<file path="config.mk">
export PLATFORM = sky130hd
export DESIGN_NAME = brh_fetch_ctl
export DESIGN_NICKNAME = d
export VERILOG_FILES = /design/src/rtl/brh_pkg.sv /design/src/rtl/brh_resolve.sv /design/src/rtl/brh_ifid_reg.sv /design/src/rtl/brh_fetch_fsm.sv /design/src/rtl/brh_fetch_ctl.sv
export SDC_FILE = /design/constraint.sdc
export NUM_CORES = 1
export LEC_CHECK = 0
export CAP_MARGIN = 0
export CORE_MARGIN = 2
export CORE_UTILIZATION = 52
export DETAILED_ROUTE_END_ITERATION = 7
export PLACE_DENSITY_LB_ADDON = 0.1
export SLEW_MARGIN = 25
export SYNTH_ARGS = -nofsm -noshare
export SYNTH_HDL_FRONTEND = slang
export SYNTH_HIERARCHICAL = 1
export SYNTH_SLANG_ARGS = --single-unit
</file>
<file path="constraint.sdc">
create_clock -name clk -period 4.49 [get_ports clk]
set_clock_uncertainty 0.1 [all_clocks]
set_input_delay 1.1225 -clock clk [delete_from_list [all_inputs] [get_ports clk]]
set_output_delay 1.1225 -clock clk [all_outputs]
set_load 0.01 [all_outputs]
</file>
<file path="src/rtl/brh_pkg.sv">
package brh_pkg;

    typedef enum logic [1:0] {
        BK_NONE    = 2'b00,
        BK_ZERO    = 2'b01,
        BK_NONZERO = 2'b10,
        BK_RSVD    = 2'b11
    } br_kind_e;

    typedef enum logic [1:0] {
        ST_RUN   = 2'b00,
        ST_HOLD1 = 2'b01,
        ST_HOLD2 = 2'b10,
        ST_HOLD3 = 2'b11
    } fe_state_e;

endpackage

</file>
<file path="src/rtl/brh_resolve.sv">
module brh_resolve
    import brh_pkg::*;
#(
    parameter int ADDR_W = 32,
    parameter int OFF_W  = 16
) (
    input  logic [1:0]        kind,
    input  logic [ADDR_W-1:0] rs_val,
    input  logic [OFF_W-1:0]  off,
    input  logic [ADDR_W-1:0] pc,
    output logic              is_branch,
    output logic              taken,
    output logic [ADDR_W-1:0] seq_pc,
    output logic [ADDR_W-1:0] tgt_pc
);
    localparam int EXT_W = ADDR_W - OFF_W - 2;
    localparam logic [ADDR_W-1:0] STEP = ADDR_W'(4);

    logic              rs_zero;
    logic [ADDR_W-1:0] disp;

    assign rs_zero = (rs_val == '0);
    assign disp    = {{EXT_W{off[OFF_W-1]}}, off, 2'b00};

    always_comb begin
        is_branch = 1'b0;
        taken     = 1'b0;
        unique case (br_kind_e'(kind))
            BK_ZERO: begin
                is_branch = 1'b1;
                taken     = rs_zero;
            end
            BK_NONZERO: begin
                is_branch = 1'b1;
                taken     = !rs_zero;
            end
            BK_NONE, BK_RSVD: begin
                is_branch = 1'b0;
                taken     = 1'b0;
            end
            default: begin
                is_branch = 1'b0;
                taken     = 1'b0;
            end
        endcase
    end

    // dedicated adder in ID, independent of the execute ALU
    assign seq_pc = pc + STEP;
    assign tgt_pc = seq_pc + disp;

endmodule

</file>
<file path="src/rtl/brh_ifid_reg.sv">
module brh_ifid_reg #(
    parameter int ADDR_W = 32
) (
    input  logic              clk,
    input  logic              rst_n,
    input  logic              load_valid,
    input  logic              squash,
    input  logic [ADDR_W-1:0] fetch_pc,
    output logic              ifid_valid,
    output logic [ADDR_W-1:0] ifid_pc
);
    always_ff @(posedge clk) begin
        if (!rst_n) begin
            ifid_valid <= 1'b0;
            ifid_pc    <= '0;
        end else begin
            ifid_pc <= fetch_pc;
            if (squash) begin
                ifid_valid <= 1'b0;
            end else begin
                ifid_valid <= load_valid;
            end
        end
    end
endmodule

</file>
<file path="src/rtl/brh_fetch_fsm.sv">
module brh_fetch_fsm
    import brh_pkg::*;
#(
    parameter int              ADDR_W     = 32,
    parameter logic [ADDR_W-1:0] RESET_PC = '0,
    parameter int              PREDICT_NT = 1
) (
    input  logic              clk,
    input  logic              rst_n,
    input  logic              br_hit,
    input  logic              taken,
    input  logic [ADDR_W-1:0] seq_pc,
    input  logic [ADDR_W-1:0] tgt_pc,
    output logic [ADDR_W-1:0] fetch_pc,
    output logic              load_valid,
    output logic              squash
);
    localparam logic [ADDR_W-1:0] STEP = ADDR_W'(4);

    fe_state_e         state, state_n;
    logic [ADDR_W-1:0] pc_n;
    logic [ADDR_W-1:0] saved_pc;
    logic              save_en;

    // state register
    always_ff @(posedge clk) begin
        if (!rst_n) begin
            state <= ST_RUN;
        end else begin
            state <= state_n;
        end
    end

    // next-state and outputs
    always_comb begin
        state_n    = state;
        pc_n       = fetch_pc + STEP;
        load_valid = 1'b1;
        squash     = 1'b0;
        save_en    = 1'b0;
        unique case (state)
            ST_RUN: begin
                if (br_hit) begin
                    if (PREDICT_NT != 0) begin
                        if (taken) begin
                            squash = 1'b1;
                            pc_n   = tgt_pc;
                        end
                    end else begin
                        load_valid = 1'b0;
                        pc_n       = fetch_pc;
                        save_en    = 1'b1;
                        state_n    = ST_HOLD1;
                    end
                end
            end
            ST_HOLD1: begin
                load_valid = 1'b0;
                pc_n       = fetch_pc;
                state_n    = ST_HOLD2;
            end
            ST_HOLD2: begin
                load_valid = 1'b0;
                pc_n       = saved_pc;
                state_n    = ST_HOLD3;
            end
            ST_HOLD3: begin
                state_n = ST_RUN;
            end
            default: begin
                state_n = ST_RUN;
            end
        endcase
    end

    // fetch address and late-resolved redirect
    always_ff @(posedge clk) begin
        if (!rst_n) begin
            fetch_pc <= RESET_PC;
            saved_pc <= '0;
        end else begin
            fetch_pc <= pc_n;
            if (save_en) begin
                saved_pc <= taken ? tgt_pc : seq_pc;
            end
        end
    end

endmodule

</file>
<file path="src/rtl/brh_fetch_ctl.sv">
module brh_fetch_ctl
    import brh_pkg::*;
#(
    parameter int                ADDR_W     = 32,
    parameter int                OFF_W      = 16,
    parameter logic [ADDR_W-1:0] RESET_PC   = '0,
    parameter int                PREDICT_NT = 1
) (
    input  logic              clk,
    input  logic              rst_n,
    input  logic [1:0]        br_kind,
    input  logic [ADDR_W-1:0] br_rs,
    input  logic [OFF_W-1:0]  br_off,
    output logic [ADDR_W-1:0] fetch_pc,
    output logic              ifid_valid,
    output logic [ADDR_W-1:0] ifid_pc,
    output logic              flush
);
    logic              is_branch;
    logic              taken;
    logic [ADDR_W-1:0] seq_pc;
    logic [ADDR_W-1:0] tgt_pc;
    logic              br_hit;
    logic              load_valid;

    brh_resolve #(.ADDR_W(ADDR_W), .OFF_W(OFF_W)) u_resolve (
        .kind      (br_kind),
        .rs_val    (br_rs),
        .off       (br_off),
        .pc        (ifid_pc),
        .is_branch (is_branch),
        .taken     (taken),
        .seq_pc    (seq_pc),
        .tgt_pc    (tgt_pc)
    );

    assign br_hit = ifid_valid && is_branch;

    brh_fetch_fsm #(
        .ADDR_W     (ADDR_W),
        .RESET_PC   (RESET_PC),
        .PREDICT_NT (PREDICT_NT)
    ) u_fsm (
        .clk        (clk),
        .rst_n      (rst_n),
        .br_hit     (br_hit),
        .taken      (taken),
        .seq_pc     (seq_pc),
        .tgt_pc     (tgt_pc),
        .fetch_pc   (fetch_pc),
        .load_valid (load_valid),
        .squash     (flush)
    );

    brh_ifid_reg #(.ADDR_W(ADDR_W)) u_ifid (
        .clk        (clk),
        .rst_n      (rst_n),
        .load_valid (load_valid),
        .squash     (flush),
        .fetch_pc   (fetch_pc),
        .ifid_valid (ifid_valid),
        .ifid_pc    (ifid_pc)
    );

endmodule

</file>
# [Word level (Yosys, flattened, before mapping)]
# Index checks and enable logic that the tools add are counted.
[word_totals] register_bits=67 inputBits=52 out_inout_bits=66 elab_cells=33
[classes] add_sub_neg=3 n_eq_ne=6 muxes=10 bitwise_logic=1 n_reduce_logical=9
[op_table] op="$pmux W32 S3" count=1
[op_table] op="$add A32 B3 Y32 const B" count=2
[op_table] op="$mux W32" count=2
[op_table] op="$add A32 B32 Y32" count=1
[op_table] op="$logic_not A32 Y1" count=1
[op_table] op="$eq A2 B2 Y1 const B" count=4
[op_table] op="$reduce_or A2 Y1" count=4
[op_table] op="$pmux W2 S3" count=1
[op_table] op="$eq A2 B1 Y1 const B" count=2
[op_table] op="$logic_not A2 Y1" count=2
[op_table] op="$mux W1" count=4
[op_table] op="$pmux W1 S3" count=1
[op_table] op="$pmux W1 S2" count=1
[op_table] op="$logic_and A1 B1 Y1" count=1
[op_table] op="$logic_not A1 Y1" count=1
[op_table] op="$not A1 Y1" count=1

# [Depth between registers and ports, before layout]
# Gate-level depths: netlist (run 1).
[depth] ltp_word=7 mapped_depth=19 depth_no_buf=17

# [Hierarchy]
# Netlist (run 1), hierarchy kept.
[modules_own_cells] module="brh_fetch_fsm" instances=1 cells_each=291 area_each_um2=2244.7 seq_area_each_um2=680.7
[modules_own_cells] module="brh_resolve" instances=1 cells_each=312 area_each_um2=2207.1 seq_area_each_um2=0.0
[modules_own_cells] module="brh_ifid_reg" instances=1 cells_each=69 area_each_um2=925.9 seq_area_each_um2=660.6
[modules_own_cells] module="brh_fetch_ctl" instances=1 cells_each=1 area_each_um2=6.3 seq_area_each_um2=0.0

# [Worst setup path after synthesis (run 1)]
# Ideal clock, no wire load.
[synth_path] path_type="input -> output" startpoint="in br_rs[24]" endpoint="out flush" arrival_ps=2393 required_time_ps=3268 setup_slack_ps=875 cell_stages=9 n_path_buf=2 cell_sequence="nor4_1 -> nand4_1 -> nor2_1 -> nand2_1 -> o21ai_0 -> nand3_1 -> inv_1 -> buf_2 -> buf_2"
[synth_via] elab_chain_len=6
[synth_rtl] element="start, declared" line="brh_fetch_ctl.sv:12" source="input logic [ADDR_W-1:0] br_rs,"
[synth_rtl] element="$logic_not A32 Y1 *" line="brh_resolve.sv:22" source="assign rs_zero = (rs_val == '0);"
[synth_rtl] element="$logic_not A1 Y1" line="brh_resolve.sv:35" source="taken = !rs_zero;"
[synth_rtl] element="$pmux W1 S3 *" line="brh_resolve.sv:28" source="unique case (br_kind_e'(kind))"
[synth_rtl] element="net taken" line="brh_fetch_ctl.sv:20" source="logic taken;"
[synth_rtl] element="$mux W1 *" line="brh_fetch_fsm.sv:45" source="if (taken) begin"
[synth_rtl] element="$mux W1 *" line="brh_fetch_fsm.sv:43" source="if (br_hit) begin"
[synth_rtl] element="$mux W1 *" line="brh_fetch_fsm.sv:41" source="unique case (state)"
[synth_rtl] element="end, declared" line="brh_fetch_ctl.sv:17" source="output logic flush"
# Mark *: on every way through the listed nets, which the timed path passes. The rest lies on a longest branch.

# [Worst setup path after layout (run 1)]
[layout_path] startpoint="in br_rs[16]" endpoint="out flush"
# Same word-level chain as after synthesis.

==> results.md, run 1 <==
- Die area: between 10000 and 15000 sq um
- Max clock buf depth: 2
- R2R depth: 17
- VDD IR max: around 0.21 mV
- Rel. slew slack: 39.1%
- Slowest library cell on the worst path: clkdlybuf4s50_1
- Outcome: finished, final reports clean
- Initial antenna violation count: 0
- Max stage delay on crit path: ~540 ps
- Max Freq: ~230 MHz
- Post-Syn Instances: about 670
- Core Area: ~10000 sq um
- Crit start category: input pin
- Final period util: 95.5%
- Worst Hold Class: flip-flop to flip-flop
- Die W: 106 um
- Initial Utilization: between 50% and 60%
- Clock Sinks: 67
- TritonCTS Buffers: 9
- Worst path depth: 9
- Drt initial violations: 410
- Final Hold Fails: 0
- Total chip power: approximately 1.5 mW
- Total grt overflow: 0
- Row count: 37
- Vias in the first global route: just over 5000
- Buf/Inv on CP: 3
- Post-layout util: between 60% and 70%
- CP dominant cell by count: clkdlybuf4s50_1
- Fin. max-slew vios: 0
- Hold_buf cts: 0
- Crit path DAT: 3070 ps
- Flop pwr share: 43.3%
- Largest net degree at the start of global routing: between 40 and 50
- First-pass GRT wire length: between 20 and 30 mm
- WL met2: about 7.3 mm
- Met3 wire length: 1.13 mm
- Total wire length: ~16 mm
- Placed cell area: around 6700 sq um
- Total internal power: about 1.1 mW
- Clock network fraction of total power: around 32%
- Vias per inst: around 6
- Vias post-DR: roughly 5500
- DP HPWL: about 12 mm
- Hold Path Depth: 1
- Placer congestion estimate: between 1 and 1.5
- Total setup buffers inserted after CTS: 0
- First-pass DRT Iterations: 5
- Max Cap Viol: 0
- Final setup viols: 0
- Mapped Nets: 764
- Worst-path clk slew: about 70 ps
- Die H: 106 um
- Crit Path Class: input pin to primary output
- Skew-Pair Late Insertion Delay: approximately 340 ps
- M1 WL: between 7 and 8 mm
- Critical path required time: around 3300 ps
- Gate power share: about a quarter
- Gr usage total: 28.4%
- Switching Fraction: around 29%
- Net count, final: slightly below 900
- Layout cells sized above 1: under 10%
- # DRC: 0
- Post_cts resized: 0
- Hold slack final: between 400 and 500 ps
- Endpoint type of the worst setup path: primary output
- Top delay family on crit path: buffers and inverters
- RSZ-0062 raised after global routing: no
- Final Critical Period: ~4300 ps
- Post-synthesis cell area: around 5400 sq um
- N_diodes: 0
- Worst-Margin Slew: roughly 910 ps
- Critical Path, Cell by Cell: clkdlybuf4s50_1 -> nor4_1 -> nand4_1 -> nor2_1 -> nand2_1 -> o21ai_0 -> nand3_1 -> inv_1 -> clkdlybuf4s50_1
- Area grow syn2layout: 28.1%
- CTS root buf: clkbuf_8
- Synthesized area per cell: about 8 sq um
- IO Pins: ~120
- Routed length per instance: 17.1 um
- Max layer used: met4
- Ys Warns: 6
- CTS tree: yes
- H-tree depth: 3
- Max Fanout on Critical Path: 2
- Pwr dens: around 220 nW/um^2
- Post-Layout Inst Area: between 6000 and 7000 sq um
- LEAKAGE: 2.78 nW
- Setup tns final: 0 ps
- Post-DRT Antenna Nets: 0
- Port buffer count: ~120
- Sw Pwr: 0.444 mW
==> sequential cells by signal, indices dropped and copies added, names as in the netlist <==
| signal | count |
|---|---|
| u_fsm/state | 2 |
| u_ifid/ifid_valid | 1 |
| u_ifid/ifid_pc | 32 |
| u_fsm/fetch_pc | 32 |
==> cell usage in the layout (no fill, tap or decap), types with 4 or more instances in the layout <==
| cell type | n |
|---|---|
| clkdlybuf4s50_1 | 116 |
| nand2_1 | 67 |
| dfxtp_1 | 67 |
| o21ai_0 | 48 |
| xnor2_1 | 43 |
| a21oi_1 | 40 |
| ha_1 | 40 |
| nor2_1 | 38 |
| and2_2 | 32 |
| nand3_1 | 30 |
| nand4_1 | 26 |
| inv_1 | 18 |
| and3_1 | 18 |
| buf_4 | 14 |
| xor2_1 | 14 |
| a21o_1 | 13 |
| and2_1 | 11 |
| clkbuf_8 | 11 |
| nor4_1 | 11 |
| a32oi_1 | 7 |
| a31oi_1 | 7 |
| nor2b_1 | 6 |
| o211ai_1 | 6 |
| and4_1 | 6 |
| mux2i_1 | 6 |
| nor3_1 | 5 |
| a21boi_0 | 5 |
| o21a_1 | 5 |
| nand2b_1 | 5 |
| o211a_1 | 4 |
| a21boi_1 | 4 |
| a211oi_1 | 4 |
==> layer usage <==
layer	up-vias	track usage, %
li1	2675	-
met1	2554	39.5
met4	0	7.99
met3	18	4.51
met2	218	45.4
met5	-	0
==> stage by stage <==
step	worst slack, ps	instances
after floorplan	875	671
after global placement	196	909
after detailed placement	202	909
after CTS	196	924
after global routing	20.8	924
final	201	924
==> worst reg2reg max path: stages, from the launching register on <==
cell	delay (ps)
dfxtp_1	410
and4_1	330
nand4_1	270
nor2_1	250
and3_1	250
nand3_1	110
xnor2_1	150
ha_1	360
a21o_1	230
a211oi_1	310
o211ai_1	140
o21ai_1	250
o21ai_0	150
xor2_1	320
nand2_1	110
o21ai_0	180
nand2_1	80
o21ai_1	100
==> power groups by stage <==
stage	Sequential, mW	Clock [mW]	Combinational, mW
final	0.664	0.496	0.373
after global routing	0.669	0.525	0.407
after CTS	0.664	0.506	0.366
after detailed placement	0.677	0	0.363
after global placement	0.675	0	0.358
after floorplan	0.676	0	0.196
==> worst paths after layout <==
| kind | slack (ps) | end | start |
|---|---|---|---|
| min | 410 | u_ifid/ifid_pc[0] | u_fsm/fetch_pc[0] |
| max reg2reg | 340 | u_fsm/fetch_pc[29] | u_ifid/ifid_pc[10] |
| min reg2reg | 410 | u_ifid/ifid_pc[0] | u_fsm/fetch_pc[0] |
| max | 200 | flush | br_rs[16] |
==> final cells by class <==
cell class / instances / area (sq um)
clock buffer: 13 / 159
clock inverter: 2 / 35.0
fill: 867 / 3310
inverter: 18 / 67.6
multi-input combinational: 557 / 3830
sequential: 67 / 1340
tap: 136 / 170
timing repair buffer: 131 / 1270
No activity file was read; power rests on OpenSTA's default activity.
==> run 2: changes to the inputs <==
--- a/config.mk
+++ b/config.mk
@@ -13,5 +13,4 @@
 export SLEW_MARGIN = 25
 export SYNTH_ARGS = -nofsm -noshare
 export SYNTH_HDL_FRONTEND = slang
-export SYNTH_HIERARCHICAL = 1
 export SYNTH_SLANG_ARGS = --single-unit
==> run 2 against run 1 <==
Total power decreased by 0.43%. Critical endpoint unchanged. Combinational power increased by 13%. Non-clock buffer count increased by 1. Sequential power about the same. Critical path depth unchanged. Cell count decreased by 1.2%. Via count increased by 2.8%. Clock power decreased by 11%.
==> results.md, run 2 <==
- IO Pins: about 120
- Die area: approximately 11000 sq um
- Die W: 104 um
- Vias in the first global route: approximately 5400
- Routed length per instance: between 15 and 20 um
- Clock Sinks: 67
- Port buffer count: between 100 and 150
- Gr usage total: a little under a third
- Post-Syn Instances: between 600 and 700
- Prevailing post-synth register cell: dfxtp_1
- Core Area: between 9000 and 10000 sq um
- Clock network fraction of total power: just under 30%
- N_diodes: 0
- Crit start category: input pin
- # DRC: 0
- Synth cell count leaders: 67 x dfxtp_1, 65 x ha_1, 57 x nand2_1
- Die H: 104 um
- FF-to-FF Start: u_ifid.ifid_pc[12]
- Reg-to-Reg End: u_fsm.fetch_pc[26]
- TritonCTS Buffers: 9
- Max Fanout on Critical Path: 3
- Final setup viols: 0
- First-pass GRT wire length: roughly 27 mm
- CP dominant cell by count: clkdlybuf4s50_1
- Commonest non-fill, non-tap cell in the layout: clkdlybuf4s50_1
- Area grow syn2layout: 28.4%
- Cell taking the most area after synthesis: dfxtp_1
- CTS tree: yes
- Flop pwr share: a little over two fifths
- Net count, final: around 890
- Crit Path Class: input pin to primary output
- Worst-Margin Slew: approximately 740 ps
- Post-synthesis cell area: between 5000 and 6000 sq um
- Synthesized area per cell: between 7 and 8 sq um
- Worst-path clk slew: around 70 ps
- Max stage delay on crit path: approximately 530 ps
- Endpoint type of the worst setup path: primary output
- Switching Fraction: about 33%
- EDFF count, synth: 0
- Total wire length: ~17 mm
- Max Freq: approximately 230 MHz
- Critical path required time: around 3300 ps
- Vias per inst: ~6
- Largest net degree at the start of global routing: 41
- Post-DRT Antenna Nets: 0
- Critical path origin: br_kind[0]
- Placer congestion estimate: slightly above 0.9
- Crit path DAT: 3160 ps
- Cell Count, Final, Fillers Out: 913
- Largest registers: u_fsm.fetch_pc x32, u_ifid.ifid_pc x32, u_fsm.state x2
- CTS root buf: clkbuf_8
- Placed cell area: roughly 6600 sq um
- Initial Utilization: a little over half
- Synth cell types: 73
- DP HPWL: approximately 13 mm
- Vias post-DR: roughly 5600
- Async set-or-reset flop fraction in the synthesized netlist: 0%
- Reg2Reg Setup Slack: about 1400 ps
- Final Hold Fails: 0
- Hold slack final: 361 ps
- Synth top area cells: dfxtp_1 26%, ha_1 16%, a21oi_1 4.7%
- Final Critical Period: roughly 4400 ps
- Max clock buf depth: 2
- Ys Warns: 0
- Total setup buffers inserted after CTS: 0
- Post-Layout Inst Area: about 6700 sq um
- VDD IR max: around 0.13 mV
- Row count: 36
- Outcome: finished, final reports clean
- LEAKAGE: between 2 and 3 nW
- Layout filler cell count: about 850
- Critical Path, Cell by Cell: clkdlybuf4s50_1 -> inv_1 -> ha_1 -> and3b_2 -> nand2_1 -> nor3_4 -> nor2_2 -> inv_2 -> clkdlybuf4s50_1
- Gate power share: 27.5%
- Pwr dens: 227 nW/um^2
- Sequential area share after synthesis: 25.6%
- Mapped Nets: around 780
- First-pass DRT Iterations: 6
- Count leader, synth: dfxtp_1
- H-tree depth: 3
- Register bit count reported by yosys: between 60 and 70
- Fin. max-slew vios: 0
- Drt initial violations: 310
- Worst Hold Class: flip-flop to flip-flop
- Commonest non-fill, non-tap cells in the layout: 117 x clkdlybuf4s50_1, 67 x dfxtp_1, 65 x ha_1
- Cell Count Post-Placement: between 800 and 900
- Rel. slew slack: between 50% and 60%
- R2R depth: 9
- CP endpoint: flush
- Total grt overflow: 0
- Max Cap Viol: 0
- Skew-Pair Late Insertion Delay: 350 ps
- Slowest library cell on the worst path: clkdlybuf4s50_1
- Area of the multi-input gates: roughly 3700 sq um
- DP Worst Slack: 95.4 ps
- Initial antenna violation count: 0
- Layout cells sized above 1: 5.90%
- Total internal power: a little over 1 mW
- Sw Pwr: just over 0.5 mW
- Register area: 1340 sq um
- Worst Setup Slack, final: about 110 ps
- Share of the synthesized area in the top cell type: 25.6%
- Final period util: 97.7%
run 2: final cells by class:
class	instances	area share [%]
Multi-Input combinational cell	537	54.7
Sequential cell	67	19.9
Timing Repair Buffer	132	19.1
Tap cell	133	2.47
Clock buffer	13	2.06
Inverter	28	1.56
Clock inverter	3	0.223
run 2: critical path: cells and delay by family:
kind,cells,cell delay (ps)
buf+inv,4,1120
simple gates,4,600
fa+ha+maj,1,310
run 2: timing repair:
action | CTS | global route
gates resized for setup | 0 | 2
hold buffers | 0 | 0
setup endpoints to repair | 0 | 1
run 2: power groups by stage:
stage               sequential (mW)  clock (mW)  combinational, mW
finish                        0.665       0.442              0.420
global route                  0.670       0.472              0.458
CTS                           0.663       0.444              0.415
detailed placement            0.677           0              0.412
global placement              0.675           0              0.401
floorplan                     0.678           0              0.227
run 2: logic make-up after synthesis:
group | after synthesis | share of synthesized area, %
AND/OR/NAND/NOR | 272 | 27.7
AO/OA/AOI/OAI | 171 | 21.5
flip-flops | 67 | 25.6
adder cells (fa/ha/maj) | 66 | 15.9
buffers and inverters | 55 | 4.37
XOR/XNOR | 19 | 3.18
multiplexers | 9 | 1.79
run 2: worst min path at each step:
stage	from	to	slack (ps)	cells past startpoint
detailed placement	u_ifid.ifid_pc[1]	u_fsm.fetch_pc[1]	360	2
floorplan	u_ifid.ifid_pc[0]	u_fsm.fetch_pc[0]	380	2
finish	u_ifid.ifid_pc[1]	u_fsm.fetch_pc[1]	360	2
global placement	u_ifid.ifid_pc[1]	u_fsm.fetch_pc[1]	340	2
CTS	u_ifid.ifid_pc[1]	u_fsm.fetch_pc[1]	360	2
global route	u_fsm.fetch_pc[1]	u_ifid.ifid_pc[1]	400	1
run 2: layer usage:
metal	track usage, %	part of all wire (%)
met5	0	0
met4	10.3	2.4
met3	4.64	7.1
met2	51.3	48
met1	39.0	43
run 2: metrics by stage:
step           util, %  power, mW  TNS (ps)
6_report          68.8       1.53         0
2_1_floorplan        -      0.905         0
3_3_place_gp      67.2       1.08         0
4_1_cts           68.7       1.52         0
5_1_grt           68.8       1.60     -3.06
3_5_place_dp      67.2       1.09         0
==> run 3: changes to the inputs <==
--- a/config.mk
+++ b/config.mk
@@ -9,7 +9,7 @@
 export CORE_MARGIN = 2
 export CORE_UTILIZATION = 52
 export DETAILED_ROUTE_END_ITERATION = 7
-export PLACE_DENSITY_LB_ADDON = 0.1
+export PLACE_DENSITY = 0.88
 export SLEW_MARGIN = 25
 export SYNTH_ARGS = -nofsm -noshare
 export SYNTH_HDL_FRONTEND = slang
==> run 3 against run 2 <==
Critical path depth unchanged. Combinational power down 1%. Global-route usage down 0.38 points. Sequential share of layout area about the same. First-iteration DRC count up 36%. Cell area up 0.15%. Largest cell class unchanged. Wire length down 2.5%. Setup slack better by 270 ps. Register-to-register slack worse by 20 ps. Cell count down 0.11%. Critical endpoint unchanged. Via count up 0.25%.
==> results.md, run 3 (same netlist as run 2, synthesis figures left out) <==
- RSZ-0062 raised after global routing: no
- Critical path required time: around 3300 ps
- N_diodes: 0
- Total grt overflow: 0
- Worst-Margin Slew: ~700 ps
- Row count: 36
- Die area: around 11000 sq um
- Max Freq: 243 MHz
- Net count, final: between 800 and 900
- CTS root buf: clkbuf_8
- Vias post-DR: approximately 5600
- Drt initial violations: between 400 and 500
- Layout cells sized above 1: 6.29%
- Vias per inst: approximately 6.2
- Initial antenna violation count: 0
- Area grow syn2layout: 28.6%
- Crit path DAT: 2890 ps
- VDD IR max: 0.159 mV
- Max clock buf depth: 2
- TritonCTS Buffers: 9
- Hold worst-path end: u_fsm.fetch_pc[1]
- Die H: around 100 um
- First-pass DRT Iterations: 5
- LEAKAGE: about 2.8 nW
- Reg2Reg Setup Slack: between 1000 and 1500 ps
- FF-to-FF Start: u_ifid.ifid_pc[3]
- Setup tns final: 0 ps
- Post-DRT Antenna Nets: 0
- Worst-path clk slew: ~70 ps
- Final setup viols: 0
- Hold slack final: roughly 370 ps
- H-tree depth: 3
- Port buffer count: 117
- Gr usage total: between 20 and 30%
- DP HPWL: 12.4 mm
- R2R depth: 11
- Skew-Pair Late Insertion Delay: around 350 ps
- Rel. slew slack: between 50 and 60%
- First-pass GRT wire length: between 20 and 30 mm
- Die W: between 100 and 150 um
- Crit Path Class: input pin to primary output
- Fin. max-slew vios: 0
- Hold Path Depth: 2
- Commonest non-fill, non-tap cells in the layout: 116 x clkdlybuf4s50_1, 67 x dfxtp_1, 65 x ha_1
- Total wire length: around 16 mm
- Clock Sinks: 67
- Reg-to-Reg End: u_fsm.fetch_pc[25]
- Max Cap Viol: 0
- Core Area: ~10000 sq um
- Pwr dens: around 230 nW/um^2
- Final Hold Fails: 0
- DP Worst Slack: 27.2 ps
- Initial Utilization: 53.6%
- Final period util: between 90% and 100%
- Max Fanout on Critical Path: 3
- IO Pins: between 100 and 150
- Outcome: finished, final reports clean
- Hold_sp: u_ifid.ifid_pc[1]
- Worst Setup Slack, final: ~380 ps
- Worst Hold Class: flip-flop to flip-flop
- Vias in the first global route: 5536
- Largest registers: u_fsm.fetch_pc x32, u_ifid.ifid_pc x32, u_fsm.state x2
- Hold_buf cts: 0
- Largest net degree at the start of global routing: slightly above 40
- Placer congestion estimate: 0.883
- Endpoint type of the worst setup path: primary output
- Final Critical Period: 4110 ps
- CTS tree: yes
- Routed length per instance: approximately 18 um
- # DRC: 0
- Crit start category: input pin
- Commonest non-fill, non-tap cell in the layout: clkdlybuf4s50_1
-- run 3: cell types whose count changed in the layout (fill, tap and decap cells not counted) --
cell,delta
buf_4,-1
clkbuf_1,-4
clkdlybuf4s50_1,-1
clkinv_2,+1
clkinv_4,+2
clkinvlp_4,+1
dlymetal6s2s_1,+1
-- run 3: worst max path at each step --
stage,cells past startpoint,to,from
floorplan,11,u_fsm.fetch_pc[25],br_off[1]
global route,7,flush,br_rs[17]
CTS,9,flush,br_kind[0]
global placement,9,flush,br_kind[0]
detailed placement,9,flush,br_kind[0]
finish,9,flush,br_kind[0]
-- run 3: metal layers --
metal	global-route usage, %	vias to the layer above	routed length [um]
met5	0	-	0
li1	-	2667	-
met2	52.5	299	8060
met4	11.9	0	365
met3	4.70	35	1390
met1	36.2	2632	6460
-- run 3: power by group --
part	switching [mW]	total (mW)	internal, mW
Sequential	0.0403	0.664	0.624
Combinational	0.216	0.415	0.199
Clock	0.258	0.456	0.198
-- run 3: final cells by class --
type | count | area (sq um)
Sequential cell | 67 | 1340
Multi-Input combinational cell | 537 | 3680
Clock inverter | 7 | 45.0
Inverter | 28 | 105
Fill cell | 831 | 3040
Clock buffer | 9 | 124
Tap cell | 133 | 166
Timing Repair Buffer | 131 | 1280
-- run 3: critical path, cell delays in order --
cell and delay [ps]:
clkdlybuf4s50_1 480, inv_1 50, ha_1 310, and3b_2 270, nand2_1 110, nor3_4 250, nor2_2 80, inv_2 60
dlymetal6s2s_1 160
-- run 3: through the flow --
step / utilization [%] / instances / power (mW) / cell area (sq um)
2_1_floorplan: - / 659 / 0.905 / 5240
3_3_place_gp: 67.0 / 895 / 1.07 / 6550
3_5_place_dp: 67.0 / 895 / 1.08 / 6550
4_1_cts: 68.7 / 911 / 1.53 / 6720
5_1_grt: 68.9 / 912 / 1.60 / 6740
6_report: 68.9 / 912 / 1.54 / 6740
-- run 3: timing repair --
item,in CTS,in global routing
gates resized for setup,0,3
setup buffers,0,1
endpoints found under the setup margin,0,1
